`src/rtl/fbr_pkg.sv`:
```
package fbr_pkg;

  typedef enum logic [1:0] {
    MODE_USER   = 2'b00,
    MODE_MASTER = 2'b01,
    MODE_EMUL   = 2'b10,
    MODE_DEBUG  = 2'b11
  } op_mode_e;

  typedef enum logic [1:0] {
    RSP_NONE = 2'b00,
    RSP_ACK  = 2'b01,
    RSP_ERR  = 2'b10
  } rsp_e;

  localparam int DIV_W      = 7;
  localparam int LOCK_POS   = 7;
  localparam int ACCERR_POS = 8;
  localparam int CFG_W      = 9;

endpackage

```
`src/rtl/fbr_rst_sync.sv`:
```
module fbr_rst_sync #(
  parameter int STAGES = 2
) (
  input  logic clk,
  input  logic rst_n,
  output logic rst_sync_n
);
  logic [STAGES-1:0] sync_q;

  always_ff @(posedge clk or negedge rst_n) begin
    if (!rst_n) sync_q <= '0;
    else        sync_q <= {sync_q[STAGES-2:0], 1'b1};
  end

  assign rst_sync_n = sync_q[STAGES-1];
endmodule

```
`src/rtl/fbr_decode.sv`:
```
module fbr_decode
  import fbr_pkg::*;
#(
  parameter int          AW    = 12,
  parameter int          WORDS = 16,
  parameter logic [AW-1:0] BASE = 12'h040,
  localparam int         IDX_W = $clog2(WORDS)
) (
  input  logic             req_i,
  input  logic             wr_i,
  input  logic [AW-1:0]    addr_i,
  input  op_mode_e         mode_i,
  input  logic             ext_boot_i,
  input  logic             first_i,
  output rsp_e             rsp_o,
  output logic             mem_we_o,
  output logic             mem_re_o,
  output logic [IDX_W-1:0] idx_o
);
  localparam logic [AW:0] END_EXCL = {1'b0, BASE} + (AW+1)'(WORDS);

  logic          hit;
  logic          suppress;
  logic [AW-1:0] offset;

  always_comb begin
    hit      = (addr_i >= BASE) && ({1'b0, addr_i} < END_EXCL);
    suppress = first_i && (mode_i == MODE_MASTER) && ext_boot_i;
    offset   = addr_i - BASE;
    idx_o    = offset[IDX_W-1:0];
    rsp_o    = RSP_NONE;
    mem_we_o = 1'b0;
    mem_re_o = 1'b0;
    if (req_i && hit && !suppress) begin
      if (mode_i == MODE_EMUL) begin
        if (wr_i) rsp_o = RSP_ERR;
      end else begin
        rsp_o    = RSP_ACK;
        mem_we_o = wr_i;
        mem_re_o = !wr_i;
      end
    end
  end
endmodule

```
`src/rtl/fbr_ctrl_reg.sv`:
```
module fbr_ctrl_reg
  import fbr_pkg::*;
(
  input  logic             clk,
  input  logic             rst_n,
  input  op_mode_e         mode_i,
  input  logic             cfg_wr_i,
  input  logic [CFG_W-1:0] cfg_wdata_i,
  input  logic             accerr_set_i,
  output logic [CFG_W-1:0] cfg_o
);
  logic             lock_q, lock_d;
  logic [DIV_W-1:0] div_q, div_d;
  logic             accerr_q, accerr_d;
  logic             field_en, accerr_en;

  always_comb begin
    field_en  = cfg_wr_i && (!lock_q || (mode_i == MODE_DEBUG));
    lock_d    = cfg_wdata_i[LOCK_POS];
    div_d     = cfg_wdata_i[DIV_W-1:0];
    accerr_en = accerr_set_i || (cfg_wr_i && cfg_wdata_i[ACCERR_POS]);
    accerr_d  = accerr_set_i;
  end

  always_ff @(posedge clk or negedge rst_n) begin
    if (!rst_n) begin
      lock_q <= 1'b0;
      div_q  <= '0;
    end else if (field_en) begin
      lock_q <= lock_d;
      div_q  <= div_d;
    end
  end

  always_ff @(posedge clk or negedge rst_n) begin
    if (!rst_n)         accerr_q <= 1'b0;
    else if (accerr_en) accerr_q <= accerr_d;
  end

  assign cfg_o = {accerr_q, lock_q, div_q};
endmodule

```
`src/rtl/fbr_array.sv`:
```
module fbr_array #(
  parameter int DW    = 32,
  parameter int WORDS = 16,
  localparam int IDX_W = $clog2(WORDS)
) (
  input  logic             clk,
  input  logic             we_i,
  input  logic             re_i,
  input  logic [IDX_W-1:0] idx_i,
  input  logic [DW-1:0]    wdata_i,
  output logic [DW-1:0]    rdata_o
);
  logic [DW-1:0] mem_q [WORDS];
  logic [DW-1:0] rdata_q;

  always_ff @(posedge clk) begin
    if (we_i) mem_q[idx_i] <= wdata_i;
  end

  always_ff @(posedge clk) begin
    if (re_i) rdata_q <= mem_q[idx_i];
  end

  assign rdata_o = rdata_q;
endmodule

```
`src/rtl/flash_bus_resp.sv`:
```
module flash_bus_resp
  import fbr_pkg::*;
#(
  parameter int            AW    = 12,
  parameter int            DW    = 32,
  parameter int            WORDS = 16,
  parameter logic [AW-1:0] BASE  = 12'h040
) (
  input  logic             clk,
  input  logic             rst_n,
  input  logic [1:0]       mode_i,
  input  logic             ext_boot_i,
  input  logic             req_i,
  input  logic             wr_i,
  input  logic [AW-1:0]    addr_i,
  input  logic [DW-1:0]    wdata_i,
  output logic [DW-1:0]    rdata_o,
  output logic             ack_o,
  output logic             err_o,
  input  logic             cfg_wr_i,
  input  logic [CFG_W-1:0] cfg_wdata_i,
  output logic [CFG_W-1:0] cfg_o
);
  localparam int IDX_W = $clog2(WORDS);

  logic             rst_sync_n;
  op_mode_e         mode;
  rsp_e             rsp;
  logic             mem_we, mem_re;
  logic [IDX_W-1:0] idx;
  logic             first_q;
  logic             ack_q, ack_d;
  logic             err_q, err_d;

  assign mode = op_mode_e'(mode_i);

  fbr_rst_sync #(.STAGES(2)) rst_sync_i (
    .clk        (clk),
    .rst_n      (rst_n),
    .rst_sync_n (rst_sync_n)
  );

  fbr_decode #(.AW(AW), .WORDS(WORDS), .BASE(BASE)) decode_i (
    .req_i      (req_i),
    .wr_i       (wr_i),
    .addr_i     (addr_i),
    .mode_i     (mode),
    .ext_boot_i (ext_boot_i),
    .first_i    (first_q),
    .rsp_o      (rsp),
    .mem_we_o   (mem_we),
    .mem_re_o   (mem_re),
    .idx_o      (idx)
  );

  fbr_array #(.DW(DW), .WORDS(WORDS)) array_i (
    .clk     (clk),
    .we_i    (mem_we),
    .re_i    (mem_re),
    .idx_i   (idx),
    .wdata_i (wdata_i),
    .rdata_o (rdata_o)
  );

  fbr_ctrl_reg ctrl_i (
    .clk          (clk),
    .rst_n        (rst_sync_n),
    .mode_i       (mode),
    .cfg_wr_i     (cfg_wr_i),
    .cfg_wdata_i  (cfg_wdata_i),
    .accerr_set_i (err_d),
    .cfg_o        (cfg_o)
  );

  always_comb begin
    ack_d = (rsp == RSP_ACK);
    err_d = (rsp == RSP_ERR);
  end

  // first-request flag: set by reset, cleared by any request
  always_ff @(posedge clk or negedge rst_sync_n) begin
    if (!rst_sync_n)  first_q <= 1'b1;
    else if (req_i)   first_q <= 1'b0;
  end

  always_ff @(posedge clk or negedge rst_sync_n) begin
    if (!rst_sync_n) begin
      ack_q <= 1'b0;
      err_q <= 1'b0;
    end else begin
      ack_q <= ack_d;
      err_q <= err_d;
    end
  end

  assign ack_o = ack_q;
  assign err_o = err_q;
endmodule

```
`config.mk`:
```
export PLATFORM = sky130hd
export DESIGN_NAME = flash_bus_resp
export DESIGN_NICKNAME = d
export VERILOG_FILES = /design/src/rtl/fbr_pkg.sv /design/src/rtl/fbr_rst_sync.sv /design/src/rtl/fbr_decode.sv /design/src/rtl/fbr_ctrl_reg.sv /design/src/rtl/fbr_array.sv /design/src/rtl/flash_bus_resp.sv
export SDC_FILE = /design/constraint.sdc
export NUM_CORES = 1
export LEC_CHECK = 0
export ABC_AREA = 0
export ABC_CLOCK_PERIOD_IN_PS = 800
export BUFFER_PORTS_ARGS = -buffer_cell sky130_fd_sc_hd__clkbuf_2
export CAP_MARGIN = 5
export CELL_PAD_IN_SITES_DETAIL_PLACEMENT = 0
export CELL_PAD_IN_SITES_GLOBAL_PLACEMENT = 2
export CORE_UTILIZATION = 44
export CTS_CLUSTER_SIZE = 16
export DETAILED_ROUTE_END_ITERATION = 16
export GPL_TIMING_DRIVEN = 0
export PLACE_DENSITY = 0.73
export SYNTH_ARGS = -nofsm -noshare
export SYNTH_HDL_FRONTEND = slang
export SYNTH_SLANG_ARGS = --single-unit
```
`constraint.sdc`:
```
create_clock -name clk -period 0.8 [get_ports clk]
set_input_delay 0.12 -clock clk [delete_from_list [all_inputs] [get_ports clk]]
set_output_delay 0.12 -clock clk [all_outputs]
set_load 0.01 [all_outputs]
```
Yosys cells after proc, flatten, opt, wreduce, memory -nomap -nowiden --
Memory sizes are Yosys's and may differ from the RTL's. A register that Yosys moved wholly into a read port is not among the register bits. Index checks and enable logic that the tools add are counted.
Word-level totals: register bits 14, memory bits (writable) 512, output and inout port bits 43, logic and storage cells 37, memories 1
Memories:
- array_i.mem_q | depth 16, width 32, rd ports 1, clocked after memory_dff 1, write ports 1, RTL line fbr_array.sv:13 | logic [DW-1:0] mem_q [WORDS];
Operators by class: add/subtract/negate cells 1, magnitude comparators 2, equality and inequality tests 5, muxes and demuxes 9, reduce and logical (&&, ||, !) cells 12
Operator list (number):
- >= comparator 12 x 7 -> 1 bit, second input constant | 1
- less-than comparator 12 x 7 -> 1 bit, second input constant | 1
- logical AND 1 bit | 7
- == test 2 bit, second input constant | 3
- two-way mux 1 bit | 6
- two-way mux 2 bit | 3
- == test 2 x 1 -> 1 bit, second input constant | 2
- subtractor 4 x 1 -> 4 bit, second input constant | 1
- zero test 1 bit | 3
- logical OR 1 bit | 2

Longest topological paths before layout --
depth in word-level cells 8, mapped depth 5, mapped depth without buffers 3

Cells and area by module --
Synthesis repeated with hierarchy kept, for this count alone.
Unflattened totals: cell total of the unflattened synthesis 889, area total of the unflattened synthesis 20820.0 um^2
By module, submodules not included:
- fbr_array | instances 1, cells each 840, area each 20183.1 um^2
- fbr_ctrl_reg | instances 1, cells each 24, area each 371.6 um^2
- fbr_decode | instances 1, cells each 16, area each 113.9 um^2
- flash_bus_resp | instances 1, cells each 6, area each 97.6 um^2
- fbr_rst_sync | instances 1, cells each 3, area each 53.8 um^2

Least setup slack after synthesis --
No wires, ideal clock.
kind input -> register, start point input addr_i[7], end point memory array_i.mem_q[7][0] (enable), library setup time 0.512 ns, data arrival time 4.221 ns, required time 0.288 ns, slack -3.933 ns, stages 3, cell sequence nor4b_2 nand4_1 nor4b_1
Between the ends: longest elaborated chain between the ends 7, elaborated cells between the ends (all ways) 8, classes of those cells order compare: 2; mux: 3; reduce/logical: 3
RTL lines:
- from (decl) | RTL line flash_bus_resp.sv:15 | input logic [AW-1:0] addr_i,
- >= comparator 12 x 7 -> 1 bit or less-than comparator 12 x 7 -> 1 bit (tied branches) | RTL line fbr_decode.sv:27 | hit = (addr_i >= BASE) && ({1'b0, addr_i} < END_EXCL);
- logical AND 1 bit (*) | RTL line fbr_decode.sv:27
- logical AND 1 bit (*) (2 in series) | RTL line fbr_decode.sv:34 | if (req_i && hit && !suppress) begin
- two-way mux 1 bit (*) | RTL line fbr_decode.sv:34
- two-way mux 1 bit (*) | RTL line fbr_array.sv:17 | if (we_i) mem_q[idx_i] <= wdata_i;
- two-way mux 1 bit (implied by the code) (*) | RTL line fbr_array.sv:17
- to (decl) | RTL line fbr_array.sv:13
Mark *: on every way between the ends. The rest lies on a longest branch, timed or not.

Final worst setup path --
start point register first_q, end point memory array_i.mem_q[0][21] (enable)
Between the ends: longest elaborated chain between the ends 7
RTL lines:
- from (decl) | RTL line flash_bus_resp.sv:31 | logic first_q;
- from (signal assigned) | RTL line flash_bus_resp.sv:82 | if (!rst_sync_n) first_q <= 1'b1;
- from (signal assigned) | RTL line flash_bus_resp.sv:83 | else if (req_i) first_q <= 1'b0;
- logical AND 1 bit (2 in series) | RTL line fbr_decode.sv:28 | suppress = first_i && (mode_i == MODE_MASTER) && ext_boot_i;
- zero test 1 bit | RTL line fbr_decode.sv:34
- logical AND 1 bit | RTL line fbr_decode.sv:34
- two-way mux 1 bit | RTL line fbr_decode.sv:34
- two-way mux 1 bit | RTL line fbr_array.sv:17
- two-way mux 1 bit (implied by the code) | RTL line fbr_array.sv:17
Every way passes these cells.

==> summary.txt <==
Status
  – Outcome: complete, but fails checks
  – Failing checks: negative hold slack, negative setup slack

Critical path
  – Critical path, cell by cell: nand4b_1, buf_4, nand4b_1, buf_6, buf_6, nor3_4, buf_6, clkbuf_16
  – R2r worst-path depth: 8
  – WS Path Type: register to register
  – Max stage delay on crit path: 370 ps
  – Crit path from: first_q$_DFFE_PN1P_
  – Delay-heaviest family, CP: buffers and inverters
  – FF-to-FF Start: first_q$_DFFE_PN1P_
  – FF-to-FF End: array_i.mem_q[0][21]$_DFFE_PP_
  – CP dominant cell by count: buf_6
  – Stages on the worst setup path: 8
  – CP required: 1120 ps
  – Startpoint types: register
  – Slowest CP cell: dfstp_2
  – Worst EP arrival: 2270 ps
  – Worst Setup EP: array_i.mem_q[0][21]$_DFFE_PP_
  – Max FO, Critical Path: 7
  – Worst R2R Setup Slack: -1150 ps
  – Worst Setup End Kind: register
  – Critical path buffers and inverters: 5

Floorplanning
  – Die width: 219 um
  – Core Region: 46600 um^2
  – DIE AREA: 48100 um^2
  – Die Y: 219 um
  – Rows: 79
  – Io pins: 104
  – Initial Utilization: 0.446

Detailed routing
  – Number of iterations in the first detailed-routing pass: 5
  – Final WL: 49800 um
  – Vias/cell: 5.62
  – ANT nets after route: 0
  – DR iter-0 viols: 1259
  – Via count: 10483
  – Routed length per instance: 26.7 um
  – DRC: 0

Timing
  – Max_slew headroom: 0.335
  – RSZ-0062 raised after global routing: yes
  – Tcrit/Tclk final: 2.44
  – Worst Tran Pin Value: 998 ps
  – Fmax: 513 MHz
  – Final max-slew violation count: 0
  – Final Skew: 11.7 ps
  – Min Tclk post-route: 1950 ps
  – Setup violations, final: 628
  – Hold Fails Final Rpt: 3
  – Final WS setup: -1150 ps
  – WHS: -174 ps

Finish
  – Final net count: 1275
  – Layout Utilization: 0.577
  – Layout cells sized above 1: 0.383
  – Finished Layout Cells: 1865
  – Layout fillers: 3352
  – Diode count: 0
  – Syn-to-layout area delta: 29.4%

Placed design
  – Routability congestion estimate: 0.709
  – # port buffers: 101
  – Pre-CTS setup slack: -2370 ps
  – Dpl hpwl: 29100 um
  – Placed insts: 1630

Logic synthesis
  – Post-Syn Area: 20800 um^2
  – Synth Flop Type: edfxtp_1
  – Syn Area/Cell: 23.4 um^2
  – Synthesis Warnings: 0
  – Top-area cell type share of the netlist area: 0.787
  – Synth cell count leaders: 544 x edfxtp_1, 128 x mux4_2, 64 x a22oi_1
  – Synth cell types: 26
  – Sequential area share after synthesis: 0.804
  – Post-synth EDFFs: 544
  – Cells after synthesis: 886
  – Post-synth ARST share: 0.0251
  – Leading area contributor after synthesis: edfxtp_1
  – Count leader, synth: edfxtp_1
  – Synthesized net count: 947
  – Top post-synthesis cells by area: edfxtp_1 79%, mux4_2 14%, a22oi_1 2.3%
  – Flop and latch count out of synthesis: 558

Global route
  – Remaining Overflow, GRT: 0
  – Largest net degree at the start of global routing: 17
  – Overall routing resource usage: 0.203
  – Number of global-route vias before repair: 10763
  – Initial antenna violation count: 0
  – First-pass GRT wire length: 69700 um

Pwr
  – Peak VDD IR: 1930 uV
  – Post-layout total power: 0.0602 W
  – Leak Pwr: 9.08 nW
  – Power per Cell Area: 2240 nW/um^2

Clock tree
  – H-Tree Depth: 2
  – Max clock buf depth: 3
  – Sinks on Clock Net: 558
  – Clock root cell: clkbuf_16
  – Clk slew on worst S/H paths: 60 ps
  – Clk Latency, worst-skew pair: 610 ps
  – CTS tree: done
  – CTS buffer count: 56

Hold path
  – Worst Hold Class: input port to register

Flow run
  – Maxcap violations: 0
-- metal layers --
metal  global-route usage  part of all wire  routed length [um]
met3               0.0331             0.057                2840
met1                0.286              0.43               21300
met2                0.329              0.49               24400
met5                    0                 0                   0
met4               0.0590             0.026                1280
-- what timing repair did --
item	4_1_cts	5_1_grt
gates cloned	8	12
pin swaps	17	12
endpoints found under the hold margin	526	4
buffers inserted	59	17
hold buffers	44	1
gates resized for setup	45	35
endpoints found under the setup margin	628	628
-- flip-flops by register name (all words and copies together), names as in the netlist --
name	count
rst_sync_i.sync_q	2
ack_o	1
ctrl_i.div_q	7
err_o	1
ctrl_i.accerr_q	1
first_q	1
array_i.mem_q	512
ctrl_i.lock_q	1
array_i.rdata_o	32
-- worst min path at each step --
stage / cells past startpoint / start / end
floorplan: 0 / rst_n / rst_sync_i.sync_q[0]$_DFF_PN0_
global placement: 1 / rst_n / rst_sync_i.sync_q[1]$_DFF_PN0_
detailed placement: 1 / rst_n / rst_sync_i.sync_q[0]$_DFF_PN0_
CTS: 2 / req_i / first_q$_DFFE_PN1P_
global route: 4 / addr_i[9] / err_o$_DFF_PN0_
finish: 4 / addr_i[9] / err_o$_DFF_PN0_
-- worst reg2reg max path, cell delays in order (launching register included) --
cell and delay, ps:
dfstp_2 370, nand4b_1 130, buf_4 130, nand4b_1 100, buf_6 180, buf_6 130
nor3_4 220, buf_6 220, clkbuf_16 180
-- cells in the final DEF (no fill, tap or decap), drive strengths merged --
| cell type | count |
|---|---|
| and2 | 1 |
| a21bo | 1 |
| nor4 | 1 |
| nor4b | 2 |
| dfrtp | 13 |
| inv | 3 |
| nand2 | 37 |
| clkinvlp | 2 |
| clkbuf | 214 |
| nor3 | 17 |
| bufinv | 3 |
| dlygate4sd3 | 45 |
| mux4 | 128 |
| edfxtp | 544 |
| dfstp | 1 |
| o31ai | 1 |
| a22oi | 64 |
| nor2b | 4 |
| nand3 | 2 |
| mux2 | 8 |
| conb | 1 |
| nand4b | 2 |
| buf | 133 |
| nand4 | 6 |
| clkinv | 22 |
| nand2b | 1 |
| nor2 | 2 |
-- power breakdown --
group	internal (W)	total [W]	leakage, nW	switching, W
sequential	0.0322	0.0323	5.07	0.0000865
combinational	0.00141	0.00302	3.17	0.00160
clock	0.0142	0.0249	0.834	0.0107
-- through the flow --
step	setup TNS, ps	hold slack (ps)	instance area (um^2)
after floorplan	-1018090	-176	21100
after global placement	-1901180	-93.9	22400
after detailed placement	-1135080	-90.6	23300
after CTS	-573620	-363	26400
after global routing	-614260	-137	26900
final	-586650	-174	26900
-- kinds of logic after synthesis --
| group | after synthesis | share of synthesized area |
|---|---|---|
| mux | 136 | 0.143 |
| simple gates | 75 | 0.0175 |
| flops | 558 | 0.804 |
| other cells | 1 | 0.000181 |
| compound gates | 66 | 0.0240 |
| buf+inv | 50 | 0.0115 |
-- layout make-up --
class	instances	area, um^2	area share
clock inverter	27	213	0.00792
clock buffer	75	1520	0.0564
sequential	558	16700	0.621
multi-input combinational	278	4090	0.152
inverter	3	11.3	0.000419
buffer	47	414	0.0154
tap	607	759	0.0283
timing repair buffer	270	3180	0.118
(Power assumes the default switching activity.)
